## config.mk

```make
export PLATFORM = sky130hd
export DESIGN_NAME = rr_maxtree_arbmux
export DESIGN_NICKNAME = d
export VERILOG_FILES = /design/src/rtl/rr_mt_pkg.sv /design/src/rtl/rr_max_node.sv /design/src/rtl/rr_max_tree.sv /design/src/rtl/rr_prio_state.sv /design/src/rtl/rr_maxtree_arbmux.sv
export SDC_FILE = /design/constraint.sdc
export NUM_CORES = 1
export LEC_CHECK = 0
export BUFFER_PORTS_ARGS = -buffer_cell sky130_fd_sc_hd__buf_2
export CORE_MARGIN = 5
export CORE_UTILIZATION = 30
export CTS_CLUSTER_SIZE = 28
export DETAILED_ROUTE_END_ITERATION = 10
export SYNTH_ARGS = -nofsm -noshare
export SYNTH_HDL_FRONTEND = slang
export SYNTH_SLANG_ARGS = --single-unit
```

## constraint.sdc

```tcl
create_clock -name clk -period 4.25 [get_ports clk]
set_clock_uncertainty 0.15 [all_clocks]
set_input_delay 0.6375 -clock clk [delete_from_list [all_inputs] [get_ports clk]]
set_output_delay 0.6375 -clock clk [all_outputs]
set_load 0.005 [all_outputs]
```

## src/rtl/rr_mt_pkg.sv

```systemverilog
package rr_mt_pkg;

  typedef logic [1:0] sym_t;

  // Score of one input: request on top, priority below.
  function automatic sym_t mk_sym(input logic rq, input logic pr);
    return {rq, pr};
  endfunction

endpackage

```

## src/rtl/rr_max_node.sv

```systemverilog
module rr_max_node
  import rr_mt_pkg::*;
#(
  parameter int N  = 8,
  parameter int DW = 8,
  parameter logic [N-1:0] RSPAN = '0
) (
  input  sym_t          l_sym,
  input  sym_t          r_sym,
  input  logic [DW-1:0] l_dat,
  input  logic [DW-1:0] r_dat,
  input  logic [N-1:0]  l_oh,
  input  logic [N-1:0]  r_oh,
  input  logic [N-1:0]  l_th,
  input  logic [N-1:0]  r_th,
  output sym_t          o_sym,
  output logic [DW-1:0] o_dat,
  output logic [N-1:0]  o_oh,
  output logic [N-1:0]  o_th,
  output logic          flag
);

  // Strict compare: on a tie the right (lower) side is kept.
  assign flag  = (l_sym > r_sym);
  assign o_sym = flag ? l_sym : r_sym;
  assign o_dat = flag ? l_dat : r_dat;
  assign o_oh  = flag ? l_oh  : r_oh;
  // A left winner sits above every position of the right subtree.
  assign o_th  = flag ? (l_th | RSPAN) : r_th;

endmodule

```

## src/rtl/rr_max_tree.sv

```systemverilog
module rr_max_tree
  import rr_mt_pkg::*;
#(
  parameter int N  = 8,
  parameter int DW = 8,
  localparam int IW = $clog2(N),
  localparam int NODES = 2 * N
) (
  input  logic [N-1:0]    req,
  input  logic [N-1:0]    pri,
  input  logic [N*DW-1:0] dat,
  output logic            root_valid,
  output logic [DW-1:0]   root_dat,
  output logic [N-1:0]    root_oh,
  output logic [N-1:0]    root_th,
  output logic [IW-1:0]   root_idx
);

  // Heap numbering: node n has children 2n (right, lower) and 2n+1 (left).
  sym_t          s_v  [1:NODES-1];
  logic [DW-1:0] d_v  [1:NODES-1];
  logic [N-1:0]  oh_v [1:NODES-1];
  logic [N-1:0]  th_v [1:NODES-1];
  logic [IW-1:0] ix_v [1:NODES-1];
  logic          fl_v [1:N-1];

  // Leaf positions covered by heap node 'node'.
  function automatic logic [N-1:0] span_of(input int node);
    logic [N-1:0] m;
    m = '0;
    for (int p = 0; p < N; p++) begin
      for (int k = 0; k <= IW; k++) begin
        if (((N + p) >> k) == node) m[p] = 1'b1;
      end
    end
    return m;
  endfunction

  for (genvar p = 0; p < N; p++) begin : g_leaf
    assign s_v[N+p]  = mk_sym(req[p], pri[p]);
    assign d_v[N+p]  = dat[p*DW +: DW];
    assign oh_v[N+p] = N'(1) << p;
    assign th_v[N+p] = N'(1) << p;
    assign ix_v[N+p] = IW'(p);
  end

  for (genvar n = 1; n < N; n++) begin : g_node
    rr_max_node #(
      .N(N), .DW(DW), .RSPAN(span_of(2 * n))
    ) u_node (
      .l_sym(s_v[2*n+1]), .r_sym(s_v[2*n]),
      .l_dat(d_v[2*n+1]), .r_dat(d_v[2*n]),
      .l_oh (oh_v[2*n+1]), .r_oh (oh_v[2*n]),
      .l_th (th_v[2*n+1]), .r_th (th_v[2*n]),
      .o_sym(s_v[n]), .o_dat(d_v[n]),
      .o_oh (oh_v[n]), .o_th (th_v[n]),
      .flag (fl_v[n])
    );
    // The flags along the winning path spell out the index.
    assign ix_v[n] = fl_v[n] ? ix_v[2*n+1] : ix_v[2*n];
  end

  assign root_valid = s_v[1][1];
  assign root_dat   = d_v[1];
  assign root_oh    = oh_v[1];
  assign root_th    = th_v[1];
  assign root_idx   = ix_v[1];

endmodule

```

## src/rtl/rr_prio_state.sv

```systemverilog
module rr_prio_state #(
  parameter int N = 8,
  localparam int IW = $clog2(N)
) (
  input  logic          clk,
  input  logic          rst_n,
  input  logic          upd,
  input  logic [IW-1:0] win_idx,
  output logic [N-1:0]  pri
);

  always_ff @(posedge clk or negedge rst_n) begin
    if (!rst_n) begin
      pri <= '0;
    end else if (upd) begin
      for (int i = 0; i < N; i++) begin
        pri[i] <= (i > int'(win_idx));
      end
    end
  end

  // the winner loses its priority bit and its upper neighbour gains one.
  a_r7_winner_demoted: assert property (@(posedge clk) disable iff (!rst_n)
    upd |=> !pri[$past(win_idx)]);
  a_r7_next_promoted: assert property (@(posedge clk) disable iff (!rst_n)
    (upd && (win_idx != IW'(N-1))) |=> pri[$past(win_idx) + IW'(1)]);
  // position 0 is never marked, and the mask only ever fills upward.
  a_r9_mask_shape: assert property (@(posedge clk) disable iff (!rst_n)
    (!pri[0]) && (((pri << 1) & ~pri) == '0));

endmodule

```

## src/rtl/rr_maxtree_arbmux.sv

```systemverilog
module rr_maxtree_arbmux #(
  parameter int N_IN   = 8,
  parameter int DATA_W = 8,
  localparam int IW = $clog2(N_IN)
) (
  input  logic                   clk,
  input  logic                   rst_n,
  input  logic                   lock,
  input  logic [N_IN-1:0]        in_valid,
  input  logic [N_IN*DATA_W-1:0] in_data,
  output logic [N_IN-1:0]        in_ready,
  output logic                   out_valid,
  input  logic                   out_ready,
  output logic [DATA_W-1:0]      out_data,
  output logic [N_IN-1:0]        gnt_onehot,
  output logic [N_IN-1:0]        gnt_therm,
  output logic [IW-1:0]          gnt_idx
);

  logic [N_IN-1:0] pri;
  logic            t_valid;
  logic [N_IN-1:0] t_oh;
  logic [N_IN-1:0] t_th;
  logic            fire;

  initial begin
    a_cfg_pow2: assert (N_IN >= 2 && (N_IN & (N_IN - 1)) == 0);
  end

  rr_max_tree #(.N(N_IN), .DW(DATA_W)) u_tree (
    .req       (in_valid),
    .pri       (pri),
    .dat       (in_data),
    .root_valid(t_valid),
    .root_dat  (out_data),
    .root_oh   (t_oh),
    .root_th   (t_th),
    .root_idx  (gnt_idx)
  );

  assign out_valid  = t_valid;
  assign gnt_onehot = t_valid ? t_oh : '0;
  assign gnt_therm  = t_valid ? t_th : '0;
  assign in_ready   = out_ready ? gnt_onehot : '0;
  assign fire       = t_valid && out_ready && !lock;

  rr_prio_state #(.N(N_IN)) u_prio (
    .clk    (clk),
    .rst_n  (rst_n),
    .upd    (fire),
    .win_idx(gnt_idx),
    .pri    (pri)
  );

  always_comb begin
    // a grant appears exactly when some input requests.
    a_r2_valid_any: assert (out_valid == (|in_valid));
    // at most one input granted.
    a_r3_onehot: assert ($onehot0(gnt_onehot));
    if (out_valid) begin
      // the winner is a requesting input.
      a_r1_winner_requests: assert (in_valid[gnt_idx]);
      // the index path and the one-hot path agree.
      a_r5_idx_match: assert (gnt_onehot[gnt_idx]);
      // the thermometer edge sits just above the one-hot bit.
      a_r4_therm_edge: assert (gnt_therm == ((gnt_onehot << 1) - N_IN'(1)));
      // the data path carried the winner's word.
      a_r6_data_match: assert (out_data == in_data[gnt_idx*DATA_W +: DATA_W]);
    end
  end

  // without an unlocked handshake the priority state stays put.
  a_r8_hold: assert property (@(posedge clk) disable iff (!rst_n)
    !(out_valid && out_ready && !lock) |=> $stable(pri));

endmodule

```

==> flow_summary.json <==
{
  "status": "finished clean",
  "grt_pass1_wl_um": 11850,
  "die_w_um": 92.71,
  "design.core.area_um2": 6719,
  "cp_common_cell": "ha_4",
  "r2r-start": "u_prio.pri[5]$_DFFE_PN0P_",
  "syn-cell-area_um2": 2052,
  "synth.most_common_cell": "inv_1",
  "rr_worst_depth": 17,
  "endpoint_kind": "output pin",
  "via_per_inst": 5.381,
  "yosysWarnings": 0,
  "gp_congestion": 0.8119,
  "ant_nets": 0,
  "drt_iter0_drc": 103,
  "p_clk_frac": 0.033,
  "ys_top_cells_by_count": "inv_1, ha_1, a21boi_0",
  "firstDrtPassIters": 6,
  "grtUsageMet2": 0.2967,
  "cp_top_family": "adder cells",
  "grt_max_degree": 19,
  "layout.nets": 489,
  "crit_type": "input port to output pin",
  "start_util": 0.3054,
  "intPower_w": 0.001497,
  "drive_gt1_frac": 0.5980,
  "busiest_layer": "met2",
  "drv_cap": 0,
  "fmax_mhz": 241.4,
  "cts_sinks": 7,
  "syn_nets": 351,
  "top_regs": "u_prio.pri (7)",
  "max_stage_delay_ns": 0.29,
  "tightest_slew_ns": 0.6690,
  "critPathLaunchType": "input port",
  "rrSetupSlack_ns": 1.02,
  "syn2layout_area_growth_pct": 64.02,
  "port_buffers": 111,
  "wirelength_um": 7639,
  "rsz0062_at_grt": "true",
  "synth_area_leader_cell": "ha_1",
  "wl_per_cell_um": 16.15,
  "ys_seq_area_frac": 0.08537,
  "clk_latency_ns": 0.23,
  "crit_fanout": 5,
  "placed_area_um2": 3107,
  "cts_tree": "built",
  "antenna_found_initial": 0,
  "power.density_nw_per_um2": 899.6,
  "die_area_um2": 8594,
  "worstPathRequired_ns": 3.46,
  "p_seq_frac": 0.040,
  "cts_root_buf": "clkbuf_8",
  "p_leak_nw": 1.559,
  "synth_edf_count": 0,
  "synth-seq-cells": 7,
  "slowest_stage": "ha_1",
  "hold_path.class": "input port to async pin",
  "globalRouteMet1Util": 0.2194,
  "numCtsBuffers": 3,
  "finalSetupViolCount": 0,
  "combPwrFrac": 0.927,
  "largest_register": "u_prio.pri",
  "netlist_instances": 256,
  "yosysTopAreaCellShare": 0.1159,
  "sw_frac_of_total": 0.5056,
  "period_share": 0.9746,
  "crit_chain": "buf_8, inv_8, ha_4, mux2i_4, mux2i_2, ha_1, nand2b_4, and2_4, nor2_4, a21oi_4, ha_4, o21bai_4, nand4_1, buf_6, a211oi_4, a211oi_2, buf_2",
  "largest_reg_flops": 7,
  "maxSlewViolCount": 0,
  "switchingPower_w": 0.001531,
  "synth_cell_types": 51,
  "min_period_ns": 4.142,
  "overflow": 0,
  "timing.critical_path.arrival_ns": 3.35,
  "h-tree-depth": 1,
  "grt_use_total": 0.1674,
  "relSlewSlack": 0.5540,
  "die_h_um": 92.71,
  "path_buf_inv": 4,
  "synth.avg_cell_area_um2": 8.016,
  "rows": 30,
  "route.detailed.drc": 0,
  "reg2reg_to": "u_prio.pri[3]$_DFFE_PN0P_",
  "finalHoldViolCount": 0,
  "peakVddDrop_mv": 0.3822,
  "gr-usage-met3": 0.02762,
  "dp.final_hpwl_um": 6227,
  "synthFlopType": "dfrtp_1",
  "ios": 112,
  "fin_area_um2": 3366,
  "path_clk_slew_ns": 0.04,
  "num_vias": 2545,
  "whs_ns": 0.1016,
  "synth.area.top_cells": "ha_1, dfrtp_1, mux2_2, a21boi_0, inv_1",
  "grt_pass1_vias": 2513,
  "clk_path_buf_depth": 2,
  "antenna_cells": 0,
  "synthArstFlopShare": 1.000
}
-- area by class of cell --
cell class                      count  area, µm²
Fill cell                         661       3353
Multi-Input combinational cell    201       2018
Timing Repair Buffer              154      913.4
Sequential cell                     7      175.2
Inverter                           26      110.1
Tap cell                           80      100.1
Clock buffer                        4      45.04
Timing Repair inverter              1      3.754
-- per-stage QoR --
stage | total power, W | TNS (ns) | setup WS, ns | std cells | util
floorplan | 0.001711 | -2.545 | -0.1928 | 256 | -
global placement | 0.002586 | -0.04800 | -0.02645 | 462 | 0.4624
detailed placement | 0.002605 | -0.8028 | -0.07914 | 462 | 0.4624
CTS | 0.002830 | 0 | 0.01084 | 469 | 0.4782
global route | 0.003285 | -0.1759 | -0.06211 | 473 | 0.5009
finish | 0.003028 | 0 | 0.1078 | 473 | 0.5009
-- per-layer routing --
metal,vias up,part of all wire
li1,1272,-
met1,1176,0.45
met2,93,0.48
met3,4,0.068
met4,0,0.0013
met5,-,0
-- layout by cell type, fill, tap and decap left out, types with 4 or more instances in the layout --
| cell type | n |
|---|---|
| a211oi_2 | 13 |
| a21boi_0 | 14 |
| a21oi_1 | 5 |
| a222oi_1 | 8 |
| a22oi_1 | 12 |
| buf_2 | 111 |
| buf_4 | 37 |
| buf_6 | 4 |
| dfrtp_1 | 7 |
| ha_1 | 12 |
| ha_4 | 6 |
| inv_1 | 22 |
| mux2_2 | 11 |
| nand2_1 | 9 |
| nand2b_1 | 4 |
| nor2_1 | 10 |
| nor3_1 | 4 |
| nor3_2 | 4 |
| nor4_4 | 5 |
| o2111a_1 | 8 |
| o21ai_0 | 5 |
| o22ai_1 | 6 |
| o311ai_1 | 5 |
-- cells by family after synthesis --
logic type | count (synthesis) | share of synthesized area
AO/OA/AOI/OAI | 100 | 0.4177
adder cells (fa/ha/maj) | 19 | 0.1159
buffers and inverters | 48 | 0.1067
flip-flops | 7 | 0.08537
multiplexers | 21 | 0.1213
AND/OR/NAND/NOR | 61 | 0.1531
-- worst max path at each step --
stage / from / end / cells after the start
after detailed placement: in_valid[0] / gnt_onehot[3] / 17
after floorplan: in_valid[0] / out_data[0] / 17
after global placement: in_valid[0] / in_ready[3] / 17
after global routing: in_valid[2] / out_data[5] / 18
final: in_valid[0] / out_data[5] / 17
after CTS: in_valid[6] / out_data[1] / 18
-- worst reg2reg max path: stages (launching register included) --
cell and delay (ns):
dfrtp_1 0.38, inv_1 0.16, ha_4 0.25, nor2_2 0.11, a22oi_1 0.10, o211a_1 0.24, ha_1 0.20, o21bai_1 0.19
nand2_2 0.10, o2111ai_1 0.10, o21a_1 0.20, ha_4 0.22, nand2b_4 0.09, nand2_8 0.08, inv_6 0.10, buf_12 0.11
a21oi_1 0.05, mux2_2 0.30
-- repair_timing --
action / 4_1_cts / 5_1_grt
gates resized for setup: 9 / 25
cloned: 1 / 2
pin swaps: 3 / 11
setup buffers: 2 / 3
endpoints found under the setup margin: 21 / 31
hold buffers: 0 / 0
-- power by group through the flow --
| stage | clock [W] | sequential, W | combinational (W) |
|---|---|---|---|
| floorplan | 0 | 0.000112 | 0.00160 |
| global route | 0.000106 | 0.000125 | 0.00305 |
| global placement | 0 | 0.000118 | 0.00247 |
| detailed placement | 0 | 0.000118 | 0.00249 |
| CTS | 0.000102 | 0.000118 | 0.00261 |
| finish | 0.000100 | 0.000122 | 0.00281 |
(Power assumes the default switching activity.)
